[src/rtl/phase_bank_pkg.sv]
package phase_bank_pkg;
    typedef enum logic {
        S_IDLE  = 1'b0,
        S_COUNT = 1'b1
    } dly_state_t;

    typedef enum logic [1:0] {
        OP_NONE   = 2'd0,
        OP_LOWER  = 2'd1,
        OP_UPPER  = 2'd2,
        OP_COMMIT = 2'd3
    } load_op_t;

    function automatic load_op_t decode_load(input logic ld, input logic we, input logic sc);
        if (!ld)            return OP_NONE;
        else if (!we && !sc) return OP_LOWER;
        else if (!we && sc)  return OP_UPPER;
        else if (we && sc)   return OP_COMMIT;
        else                 return OP_NONE;
    endfunction
endpackage

[src/rtl/phase_word_stage.sv]
module phase_word_stage
    import phase_bank_pkg::*;
#(
    parameter int HALF_W = 16,
    localparam int WORD_W = 2 * HALF_W
) (
    input  logic              clk,
    input  logic              rst_n,
    input  load_op_t          op,
    input  logic [HALF_W-1:0] half_in,
    output logic [WORD_W-1:0] staged
);
    always_ff @(posedge clk) begin
        if (!rst_n) begin
            staged <= '0;
        end else begin
            unique case (op)
                OP_LOWER: staged[HALF_W-1:0]      <= half_in;
                OP_UPPER: staged[WORD_W-1:HALF_W] <= half_in;
                default:  staged                  <= staged;
            endcase
        end
    end

    a_r2_lower_only: assert property (@(posedge clk) disable iff (!rst_n)
        op == OP_LOWER |=> staged[HALF_W-1:0] == $past(half_in)
                           && $stable(staged[WORD_W-1:HALF_W]));
    a_r3_upper_only: assert property (@(posedge clk) disable iff (!rst_n)
        op == OP_UPPER |=> staged[WORD_W-1:HALF_W] == $past(half_in)
                           && $stable(staged[HALF_W-1:0]));
    a_r5_hold: assert property (@(posedge clk) disable iff (!rst_n)
        (op == OP_NONE || op == OP_COMMIT) |=> $stable(staged));
endmodule

[src/rtl/phase_reg_file.sv]
module phase_reg_file #(
    parameter int WORD_W = 32,
    parameter int DEPTH = 16,
    localparam int ADDR_W = $clog2(DEPTH)
) (
    input  logic              clk,
    input  logic              rst_n,
    input  logic              we,
    input  logic [ADDR_W-1:0] waddr,
    input  logic [WORD_W-1:0] wdata,
    input  logic [ADDR_W-1:0] raddr,
    output logic [WORD_W-1:0] rdata
);
    logic [WORD_W-1:0] entry [DEPTH];

    for (genvar i = 0; i < DEPTH; i++) begin : g_entry
        always_ff @(posedge clk) begin
            if (!rst_n)
                entry[i] <= '0;
            else if (we && waddr == ADDR_W'(i))
                entry[i] <= wdata;
        end

        a_r4_others_kept: assert property (@(posedge clk) disable iff (!rst_n)
            !(we && waddr == ADDR_W'(i)) |=> $stable(entry[i]));
    end

    assign rdata = entry[raddr];
endmodule

[src/rtl/pulse_delay_fsm.sv]
module pulse_delay_fsm
    import phase_bank_pkg::*;
#(
    parameter int DELAY = 4,
    localparam int CNT_W = $clog2(DELAY + 1)
) (
    input  logic clk,
    input  logic rst_n,
    input  logic pulse,
    output logic valid,
    output logic update
);
    dly_state_t state, state_nx;
    logic [CNT_W-1:0] cnt;
    logic expire;

    assign expire = (state == S_COUNT) && (cnt == CNT_W'(1)) && !pulse;

    always_ff @(posedge clk) begin
        if (!rst_n) state <= S_IDLE;
        else        state <= state_nx;
    end

    always_comb begin
        state_nx = state;
        unique case (state)
            S_IDLE:  if (pulse) state_nx = S_COUNT;
            S_COUNT: if (expire) state_nx = S_IDLE;
            default: state_nx = S_IDLE;
        endcase
    end

    always_ff @(posedge clk) begin
        if (!rst_n) begin
            cnt    <= '0;
            valid  <= 1'b0;
            update <= 1'b0;
        end else begin
            valid  <= pulse;
            update <= expire;
            if (pulse)                 cnt <= CNT_W'(DELAY);
            else if (state == S_COUNT) cnt <= cnt - CNT_W'(1);
            else                       cnt <= '0;
        end
    end

    a_r8_count_live: assert property (@(posedge clk) disable iff (!rst_n)
        state == S_COUNT |-> cnt != '0);
    a_r8_update_single: assert property (@(posedge clk) disable iff (!rst_n)
        update |=> !update);
    a_r9_restart_suppresses: assert property (@(posedge clk) disable iff (!rst_n)
        pulse |=> !update && state == S_COUNT);
    a_r7_valid_from_pulse: assert property (@(posedge clk) disable iff (!rst_n)
        valid |-> $past(pulse));
endmodule

[src/rtl/phase_bank_top.sv]
module phase_bank_top
    import phase_bank_pkg::*;
#(
    parameter int HALF_W = 16,
    parameter int DEPTH = 16,
    parameter int DELAY = 4,
    localparam int WORD_W = 2 * HALF_W,
    localparam int ADDR_W = $clog2(DEPTH)
) (
    input  logic              clk,
    input  logic              rst_n,
    input  logic              load_cmd,
    input  logic              pulse_cmd,
    input  logic [HALF_W-1:0] data_in,
    input  logic              wr_en,
    input  logic              set_cur,
    input  logic [ADDR_W-1:0] addr,
    output logic [WORD_W-1:0] payload,
    output logic              payload_valid,
    output logic              update_req
);
    load_op_t          op;
    logic [WORD_W-1:0] staged;
    logic [WORD_W-1:0] rd_word;

    assign op = decode_load(load_cmd, wr_en, set_cur);

    phase_word_stage #(.HALF_W(HALF_W)) u_stage (
        .clk(clk), .rst_n(rst_n), .op(op), .half_in(data_in), .staged(staged)
    );

    phase_reg_file #(.WORD_W(WORD_W), .DEPTH(DEPTH)) u_bank (
        .clk(clk), .rst_n(rst_n), .we(op == OP_COMMIT), .waddr(addr),
        .wdata(staged), .raddr(addr), .rdata(rd_word)
    );

    pulse_delay_fsm #(.DELAY(DELAY)) u_fsm (
        .clk(clk), .rst_n(rst_n), .pulse(pulse_cmd),
        .valid(payload_valid), .update(update_req)
    );

    always_ff @(posedge clk) begin
        if (!rst_n)         payload <= '0;
        else if (pulse_cmd) payload <= rd_word;
    end

    a_r7_payload_hold: assert property (@(posedge clk) disable iff (!rst_n)
        !payload_valid |-> $stable(payload));
    a_r6_stage_no_bank: assert property (@(posedge clk) disable iff (!rst_n)
        (pulse_cmd && (op == OP_LOWER || op == OP_UPPER)) |=> payload == $past(rd_word));
endmodule

[config.mk]
export PLATFORM = sky130hd
export DESIGN_NAME = phase_bank_top
export DESIGN_NICKNAME = d
export VERILOG_FILES = /design/src/rtl/phase_bank_pkg.sv /design/src/rtl/phase_word_stage.sv /design/src/rtl/phase_reg_file.sv /design/src/rtl/pulse_delay_fsm.sv /design/src/rtl/phase_bank_top.sv
export SDC_FILE = /design/constraint.sdc
export NUM_CORES = 1
export LEC_CHECK = 0
export BUFFER_PORTS_ARGS = -buffer_cell sky130_fd_sc_hd__buf_2
export CAP_MARGIN = 20
export CORE_MARGIN = 10
export CORE_UTILIZATION = 52
export CTS_BUF_LIST = sky130_fd_sc_hd__clkbuf_16
export DETAILED_ROUTE_END_ITERATION = 16
export PLACE_DENSITY = 0.7
export SETUP_SLACK_MARGIN = 0.15
export SKIP_LAST_GASP = 1
export SYNTH_ARGS = -nofsm -noshare
export SYNTH_HDL_FRONTEND = slang
export SYNTH_SLANG_ARGS = --single-unit
[constraint.sdc]
create_clock -name clk -period 4.75 [get_ports clk]
set_input_delay 0.95 -clock clk [delete_from_list [all_inputs] [get_ports clk]]
set_output_delay 0.95 -clock clk [all_outputs]
set_load 0.1 [all_outputs]
==> results of run 1 <==
[power breakdown]
group	switching (mW)	total [mW]	internal (mW)
sequential	0.124	5.86	5.74
clock	1.90	4.31	2.42
combinational	0.610	0.829	0.219
[kinds of logic (layout without fill, tap and decap cells)]
kind of cell               count (synthesis)  count (layout)
muxes                                    256             256
adders and majority gates                  5               5
other                                      0               1
DFF                                      582             582
AOI/OAI and AO/OA                        180             180
xor gates and xnor gates                   1               1
buffers and inverters                    167             204
and+or+nand+nor                          819             819
[worst max-delay path by stage]
stage                from                            endpoint  slack, ps  cells past startpoint
floorplan           wr_en   u_bank.entry[12][0]$_SDFFCE_PN0P_        -30                      7
global placement    wr_en   u_bank.entry[14][6]$_SDFFCE_PN0P_        960                      8
detailed placement  wr_en   u_bank.entry[14][5]$_SDFFCE_PN0P_        930                      8
CTS                 wr_en  u_bank.entry[14][17]$_SDFFCE_PN0P_       1550                      8
global route        wr_en  u_bank.entry[14][17]$_SDFFCE_PN0P_       1410                      8
finish              wr_en  u_bank.entry[14][17]$_SDFFCE_PN0P_       1500                      8
[per-stage QoR]
step	total power, mW	utilization [%]	cell area [um2]
after floorplan	6.53	-	26600
after global placement	6.78	53.7	27000
after detailed placement	6.80	53.7	27000
after CTS	11.1	57.2	28800
after global routing	11.3	57.2	28800
final	11.0	57.2	28800
[synth_stat cells (4+ instances only)]
master    count
nand3_1      98
a21boi_0     12
a21oi_1      66
buf_4        14
mux2i_1     256
nor2b_1       6
and2_1      515
nand4_4       4
edfxtp_1    512
a21boi_1     20
ha_1          5
o21ai_0      16
dfxtp_1      70
buf_6        65
nor2_4       16
buf_2        24
inv_1         5
nand2_1     164
a22oi_1      64
clkbuf_1     52
[metal layers]
metal,up-vias,part of all wire (%),wire (um),track usage [%]
li1,7084,-,-,-
met1,7898,41,27800,29.1
met2,600,49,32500,36.6
met3,121,6.9,4590,3.21
met4,0,3.1,2100,8.33
met5,-,0,0,0
[final cells by class]
cell class	instances	area, um2
fill	3931	21500
sequential	582	16800
multi-input combinational	1261	8730
tap	672	841
inverter	5	18.8
timing repair buffer	92	678
clock buffer	63	1580
antenna	1	2.50
clock inverter	44	208
[sequential cells by signal, indices dropped and copies added (netlist names)]
register / flops
u_bank.entry: 512
payload: 32
u_stage.staged: 32
u_fsm.cnt: 3
u_fsm.state: 1
u_fsm.update: 1
u_fsm.valid: 1
==> results.md, run 1 <==
- Status: completed
- Largest net degree at the start of global routing: 95
- CTS sink cnt: just under 600
- Total congestion overflow: 0
- CP max-delay cell: o21ai_4
- Area contributors post-synth: edfxtp_1 (58%), and2_1 (12%), mux2i_1 (9.6%), dfxtp_1 (5.3%), buf_6 (2.8%)
- Syn avg cell area: 13.2 um2
- Hold endpoint: payload[24]$_SDFFE_PN0P_
- Cell count of the worst reg-to-reg path: 1
- Leakage: around 11 nW
- Critical path's top delay family: compound AO/OA/AOI/OAI gates
- Setup TNS: 0 ps
- Setup violations, final: 0
- Initial antenna violation count: 3
- Core footprint: about 50000 um2
- Critical Path Max Stage Delay: approximately 690 ps
- Hold Path Origin: payload[24]$_SDFFE_PN0P_
- WP buf/inv: 3
- CP max FO: 18
- Place WS: around 900 ps
- Final wirelength: 67.0 mm
- Synth area leader: edfxtp_1
- Row count: just over 80
- Clk buf depth: 3
- Reg-to-reg endpoint: u_bank.entry[2][2]$_SDFFCE_PN0P_
- Compound-Gate Fraction of Synth Area: 4.32%
- Final worst path period share: 68.3%
- Fin crit period: 3250 ps
- Req. time, crit path: 5060 ps
- Hold Path Stages: 2
- Drt pass-1 iters: 5
- Chip height: ~250 um
- Ys Warns: 0
- Commonest non-fill, non-tap cell in the layout: and2_1
- Max Transition Viols Final: 0
- Global-route wire length before repair: 101 mm
- Post-synth ARST share: 0%
- FF-to-FF setup slack: 3510 ps
- DR DRC count: 0
- Total GRT Usage: between 20% and 30%
- Arrival time worst endpoint: 3560 ps
- Placed wire-length estimate: 38.9 mm
- Achievable Freq: 308 MHz
- Cell Area, Synth: 26600 um2
- Syn Inst Count: ~2000
- Hold-fix buffers, CTS: 0
- Post-synthesis mux area share: under 10%
- Worst vdd ir: between 0.0002 and 0.0003 V
- Clock-pin slew on the worst setup and hold paths: ~60 ps
- Main flop type after synthesis: edfxtp_1
- Nets: 2031
- CTS root buf: clkbuf_16
- Routability-driven placement congestion ratio: 0.830
- RSZ-0062 raised after global routing: false
- CTS tree: built
- Least-Margin Pin Slew: 1110 ps
- Syn nets: 2041
- Critical path, cell by cell: buf_2 -> inv_1 -> ha_1 -> o21ba_1 -> nand2_1 -> or3_1 -> o21ai_4 -> buf_4
- Pwr dens: 382 nW/um2
- ANT nets after route: 0
- Highest-count cells in the layout ignoring fill and taps: and2_1 (514), edfxtp_1 (512), mux2i_1 (256), nand2_1 (164), nand3_1 (97)
- CP Launch Type: input pin
- Critical R2R Launch: u_stage.staged[2]$_SDFFE_PN0N_
- Max Clock Skew: 14.7 ps
- Violation count after the first detailed-routing iteration: roughly 1500
- Count of different cell masters after synthesis: 37
- Largest family of logic cells by synthesized area: simple AND/OR/NAND/NOR gates
- Die X: between 200 and 250 um
- DP Cell Count: about 2600
- Hold slack: 451 ps
- Adder-cell share of the synthesized area: 0.236%
- Layout area overhead: 8.54%
- Worst skew pair latency: between 600 and 700 ps
- Layout cells sized above 1: 10.4%
- DR WL/cell: 24.6 um
- Post-synth top area share: 57.9%
- IO buf count: ~60
- Setup ws final: 1500 ps
- Critical path type: input pin to register
- Post-synth EDFFs: 512
- Simple-gate portion of the synthesized area: 17.8%
- HP Class: register to register
- Synth Register Bits: 582
- Worst setup EP type: register
- Maxcap violations: 0
- Initial core utilization: 52.7%
- Slew HR: about a quarter
- Number of cells upsized or downsized after cts: 0
- Vias: 15700
- Top Ports: 60
- Post-CTS setup buffers: 0
- Post-synthesis xor/xnor area fraction: 0.0330%
- Final hold violations: 0
- Sequential area share after synthesis: roughly 63%
- H-tree depth: 2
- Drt via density: 5.77
- Total die area: 60500 um2
- Num CTS Buffers: 58
- Vias in the first global route: 16300
- Post-Layout Cell Count: approximately 2700
No activity file was read; power rests on OpenSTA's default activity.
==> inputs of run 2 (changes only) <==
==> constraint.sdc (replaced) <==
create_clock -name clk -period 2.77 [get_ports clk]
set_input_delay 0.554 -clock clk [delete_from_list [all_inputs] [get_ports clk]]
set_output_delay 0.554 -clock clk [all_outputs]
set_load 0.1 [all_outputs]
==> run 2 against run 1 <==
Net effect:
- final cell count is 1.3% higher
- combinational power is 75% higher
- register-to-register slack worse by 2100 ps
- die area stayed put
- non-clock buffer count is 34 higher
- wire length is 4.2% lower
- via count is 0.13% lower
- largest power group unchanged
- sequential share of layout area is 0.95 points lower
- clock power is 71% higher
==> results.md, run 2 (synthesis gave the netlist of run 1 again) <==
- Die X: 246 um (unchanged)
- Total GRT Usage: 21.2% (-0.89 points)
- Layout cells sized above 1: 12.2% (+1.8 points)
- WP buf/inv: 1 (-2)
- Arrival time worst endpoint: 1500 ps (-2060 ps)
- Power consumption: 18.9 mW (+71%)
- Initial core utilization: 52.7% (unchanged)
- Worst skew pair latency: 620 ps (about the same)
- Least-Margin Pin Slew: 916 ps (-191 ps)
- CTS tree: built
- Commonest non-fill, non-tap cell in the layout: and2_1
- Num CTS Buffers: 57 (-1.7%)
- Maxcap violations: 0 (unchanged)
- Cell count along the critical path: 1 (-7)
- Initial antenna violation count: 0 (-3)
- DP Cell Count: 2646 (+1.3%)
- Drt pass-1 iters: 5 (unchanged)
- Final worst path period share: 74.1%
- H-tree depth: 2 (unchanged)
- Clk buf depth: 3 (unchanged)
- Final hold violations: 0 (unchanged)
- Worst setup EP type: output port
- Max Clock Skew: 16.8 ps (+2.10 ps)
- Achievable Freq: 487 MHz
- RSZ-0062 raised after global routing: false
- Fin crit period: 2050 ps
- Req. time, crit path: 2220 ps (-2840 ps)
- Worst vdd ir: 0.000454 V (+80%)
- DR WL/cell: 23.3 um (-5.4%)
- Top sig layer: met4
- Final wirelength: 64.2 mm (-4.2%)
- WL met1: 28.4 mm (+2.2%)
- Clock-pin slew on the worst setup and hold paths: 60 ps (about the same)
- Leakage: 11.5 nW (+2.4%)
- Placed wire-length estimate: 38.8 mm (-0.37%)
- Total congestion overflow: 0 (unchanged)
- CP max-delay cell: buf_2
- Max reg flops: 512 (unchanged)
- Total die area: 60500 um2 (unchanged)
- CP Launch Type: register
- Drt via density: 5.69 (-1.4%)
- Post-Layout Cell Count: 2754 (+1.3%)
- Highest-count cells in the layout ignoring fill and taps: and2_1 (514), edfxtp_1 (512), mux2i_1 (256), nand2_1 (163), nand3_1 (97)
- ANT nets after route: 0 (unchanged)
- Critical path type: register to output port
- Max Transition Viols Final: 0 (unchanged)
- Vias in the first global route: 15400 (-5.4%)
- HP Class: input pin to register
- Largest net degree at the start of global routing: 70 (-26%)
- Critical path, cell by cell: buf_2
- Global-route wire length before repair: 97.9 mm (-3.3%)
- Violation count after the first detailed-routing iteration: 1648 (+11%)
- Setup violations, final: 0 (unchanged)
- CTS root buf: clkbuf_16
- Cell count of the worst reg-to-reg path: 1 (unchanged)
- ANT cells: 0 (-1)
- CTS sink cnt: 582 (unchanged)
- Setup TNS: 0 ps (unchanged)
- Chip height: 246 um (unchanged)
- Vias: 15700 (-0.13%)
- Layout area overhead: 10.3%
- Hold-fix buffers, CTS: 0 (unchanged)
- IO buf count: 59 (unchanged)
- Hold Path Stages: 3 (+1)
- Critical path's top delay family: buffers and inverters
- Status: completed
- DR WL met3: 4.48 mm (-2.4%)
- Biggest registers after layout: u_bank.entry x512, payload x32, u_stage.staged x32
- Nets: 2064 (+1.6%)
- Routability-driven placement congestion ratio: 0.817 (-1.6%)
- DR DRC count: 0 (unchanged)
- Critical Path Max Stage Delay: 470 ps (-220 ps)
- Largest Register: u_bank.entry
- CP max FO: 2 (-16)
- Post-CTS setup buffers: 0 (unchanged)
- Row count: 82 (unchanged)
- Core footprint: 50400 um2 (unchanged)
- Number of cells upsized or downsized after cts: 0 (unchanged)
- Top Ports: 60 (unchanged)
- Hold slack: 192 ps (-258 ps)
- Pwr dens: 643 nW/um2 (+69%)
- Slew HR: 38.9% (+13 points)
- WL met2: 30.0 mm (-7.8%)
-- run 2: cell types whose count changed in the layout (fill, tap and decap cells not counted), moves of 2 or more --
cell | previous run | this run
buf_12 | 10 | 27
buf_4 | 23 | 40
clkinv_1 | 16 | 7
inv_1 | 21 | 27
inv_2 | 0 | 6
clkbuf_16 | 63 | 61
inv_4 | 2 | 0
or3_1 | 2 | 0
or3_4 | 0 | 2
-- run 2: final timing paths --
kind | from | endpoint | slack [ps]
max | payload[11]$_SDFFE_PN0P_ | payload[11] | 720
min | data_in[9] | u_stage.staged[9]$_SDFFE_PN0N_ | 190
max reg2reg | u_stage.staged[9]$_SDFFE_PN0N_ | u_bank.entry[2][9]$_SDFFCE_PN0P_ | 1460
min reg2reg | payload[22]$_SDFFE_PN0P_ | payload[22]$_SDFFE_PN0P_ | 450
-- run 2: area by class of cell --
type	instances	area, um2
Sequential cell	582	16800
Clock buffer	61	1530
Tap cell	672	841
Multi-Input combinational cell	1261	8760
Inverter	5	18.8
Timing Repair Buffer	126	1150
Fill cell	3945	21100
Clock inverter	47	245
-- run 2: metal layers --
metal  GRT usage, %  up-vias
li1               -     7146
met1           30.8     7884
met2           33.0      568
met3           2.86       84
met4           5.95        0
met5              0        -
-- run 2: where the power goes --
part,internal [mW],leakage (nW),switching [mW]
registers,9.84,5.86,0.219
logic,0.407,4.61,1.04
clock network,4.12,0.976,3.23
total,14.4,11.5,4.49
-- run 2: stage by stage --
step	utilization, %	setup WS [ps]	area [um2]
4_1_cts	58.2	686	29300
2_1_floorplan	-	50.1	26700
5_1_grt	58.2	594	29300
3_3_place_gp	54.7	147	27500
3_5_place_dp	54.7	118	27500
6_report	58.2	717	29300
==> inputs of run 3 (changes only) <==
==> constraint.sdc (replaced) <==
create_clock -name clk -period 1.7 [get_ports clk]
set_input_delay 0.34 -clock clk [delete_from_list [all_inputs] [get_ports clk]]
set_output_delay 0.34 -clock clk [all_outputs]
set_load 0.1 [all_outputs]
==> run 3 against run 2 <==
Net effect:
- flip-flop and latch count did not move
- global-route usage rose by 1.7 points
- cell area rose by 8.8%
- total power rose by 67%
- first-iteration DRC count rose by 1.8%
- final cell count rose by 4.9%
- die area did not move
- utilization rose by 5.1 points
- worst setup slack got worse by 700 ps
- register-to-register slack got worse by 1000 ps
- critical endpoint is now u_bank.entry[10][13]$_SDFFCE_PN0P_
==> results.md, run 3 (synthesis gave the netlist of run 1 again) <==
- Status: completed
- Critical R2R Launch: u_bank.entry[14][0]$_SDFFCE_PN0P_
- Row count: 82 (unchanged)
- Design Area, Final: 31900 um2 (+8.8%)
- Chip height: 246 um (unchanged)
- Biggest registers after layout: u_bank.entry x512, payload x32, u_stage.staged x32
- Total congestion overflow: 0 (unchanged)
- Critical path type: input pin to register
- Cell count of the worst reg-to-reg path: 4 (+3)
- Routability-driven placement congestion ratio: 0.812 (-0.60%)
- RSZ-0062 raised after global routing: true
- CP Launch Type: input pin
- Layout cells sized above 1: 18.7% (+6.5 points)
- CTS tree: built
- DR WL/cell: 24.8 um (+6.3%)
- Dpl cell area: 28800 um2 (+4.7%)
- IO buf count: 59 (unchanged)
- Vias in the first global route: 16600 (+7.5%)
- Highest-count cells in the layout ignoring fill and taps: edfxtp_1 (512), and2_1 (500), mux2i_1 (256), nand2_1 (163), buf_12 (114)
- Hold Path Stages: 3 (unchanged)
- Placed wire-length estimate: 42.5 mm (+9.6%)
- HP Class: input pin to register
- Initial core utilization: 52.7% (unchanged)
- Cell count along the critical path: 10 (+9)
- Total die area: 60500 um2 (unchanged)
- CP max-delay cell: or3_4
- Fin crit period: 1680 ps
- DR DRC count: 0 (unchanged)
- Largest Register: u_bank.entry
- ANT nets after route: 0 (unchanged)
- Hold slack: 28.4 ps (-164 ps)
- Layout area overhead: 20.1%
- Power consumption: 31.4 mW (+67%)
- Req. time, crit path: 2030 ps (-190 ps)
- Global-route wire length before repair: 104 mm (+5.8%)
- Clk buf depth: 3 (unchanged)
- Clock-pin slew on the worst setup and hold paths: 60 ps (about the same)
- Pwr dens: 985 nW/um2 (+53%)
- Critical Path Max Stage Delay: 410 ps (-60 ps)
- Violation count after the first detailed-routing iteration: 1678 (+1.8%)
- Final hold violations: 0 (unchanged)
- Num CTS Buffers: 58 (+1.8%)
- Crit path capture: u_bank.entry[10][13]$_SDFFCE_PN0P_
- CTS sink cnt: 582 (unchanged)
- Leakage: 12.5 nW (+9.3%)
- Max Transition Viols Final: 0 (unchanged)
- Worst vdd ir: 0.000776 V (+71%)
- ANT cells: 0 (unchanged)
- Commonest non-fill, non-tap cell in the layout: edfxtp_1
- Drt pass-1 iters: 7 (+2)
- Maxcap violations: 0 (unchanged)
- Drt via density: 5.71 (+0.28%)
- Achievable Freq: 594 MHz
- Setup violations, final: 0 (unchanged)
- Max Clock Skew: 16.6 ps (-0.151 ps)
- CP max FO: 8 (+6)
- Critical path origin: wr_en
- Final wirelength: 71.6 mm (+11%)
- Top Ports: 60 (unchanged)
- Nets: 2199 (+6.5%)
- Setup TNS: 0 ps (unchanged)
- Vias: 16500 (+5.2%)
- Largest net degree at the start of global routing: 43 (-39%)
- Reg-to-reg endpoint: payload[0]$_SDFFE_PN0P_
- H-tree depth: 2 (unchanged)
- Arrival time worst endpoint: 2010 ps (+510 ps)
- Total GRT Usage: 22.9% (+1.7 points)
- Worst skew pair latency: 620 ps (about the same)
- CTS root buf: clkbuf_16
- Critical path's top delay family: simple AND/OR/NAND/NOR gates
- Slew HR: 50.0% (+11 points)
- WP buf/inv: 5 (+4)
- Least-Margin Pin Slew: 749 ps (-167 ps)
- Worst setup EP type: register
- FF-to-FF setup slack: 440 ps (-1020 ps)
- Max reg flops: 512 (unchanged)
- Die X: 246 um (unchanged)
- Initial antenna violation count: 0 (unchanged)
- Critical path, cell by cell: buf_8 -> inv_8 -> ha_4 -> nor2b_4 -> nand2_2 -> or3_4 -> o21ai_4 -> buf_6 -> buf_12 -> buf_16
- Final worst path period share: 99.0%
- Core footprint: 50400 um2 (unchanged)
[run 3: tightest hold or removal path, stage by stage]
cell and delay, ps:
buf_2 120, nand2_1 70, a21boi_0 70
[run 3: final cells by class]
class / count / area [um2]
sequential: 582 / 16800
multi-input combinational: 1261 / 8820
timing repair buffer: 260 / 3610
fill: 3636 / 18500
clock buffer: 59 / 1480
tap: 672 / 841
clock inverter: 50 / 285
inverter: 5 / 38.8
[run 3: worst min path at each step]
stage	startpoint	to	slack (ps)
after detailed placement	payload[0]$_SDFFE_PN0P_	payload[0]$_SDFFE_PN0P_	440
after CTS	data_in[3]	u_stage.staged[3]$_SDFFE_PN0N_	8
after global placement	u_fsm.cnt[0]$_SDFF_PP0_	u_fsm.cnt[0]$_SDFF_PP0_	430
after global routing	data_in[3]	u_stage.staged[3]$_SDFFE_PN0N_	30
after floorplan	u_fsm.cnt[0]$_SDFF_PP0_	u_fsm.cnt[0]$_SDFF_PP0_	420
final	data_in[3]	u_stage.staged[3]$_SDFFE_PN0N_	30
[run 3: what timing repair did]
action / in CTS / in global routing
resized for setup: 170 / 40
pin swaps: 4 / 6
gates cloned: 3 / 9
hold endpoints to repair: 26 / 0
hold buffers: 15 / 0
endpoints found under the setup margin: 1055 / 569
buffers inserted: 7 / 13
[run 3: report_power, final]
group          switching (mW)  leakage (nW)  internal [mW]
clock                    5.38         0.945           6.55
sequential              0.274          5.88           16.0
combinational            1.95          5.70           1.21
[run 3: through the flow]
| step | utilization (%) | instances | worst slack, ps |
|---|---|---|---|
| after floorplan | - | 2010 | -665 |
| after global placement | 57.3 | 2734 | -637 |
| after detailed placement | 57.3 | 2734 | -700 |
| after CTS | 62.5 | 2868 | 55.7 |
| after global routing | 63.3 | 2889 | -9.86 |
| final | 63.3 | 2889 | 17.2 |
[run 3: routing by layer]
metal	vias to the layer above	GRT usage, %	wire [um]
met4	0	8.19	2290
met2	694	37.0	34600
met1	8254	30.1	28600
li1	7419	-	-
met5	-	0	0
met3	130	4.86	6100
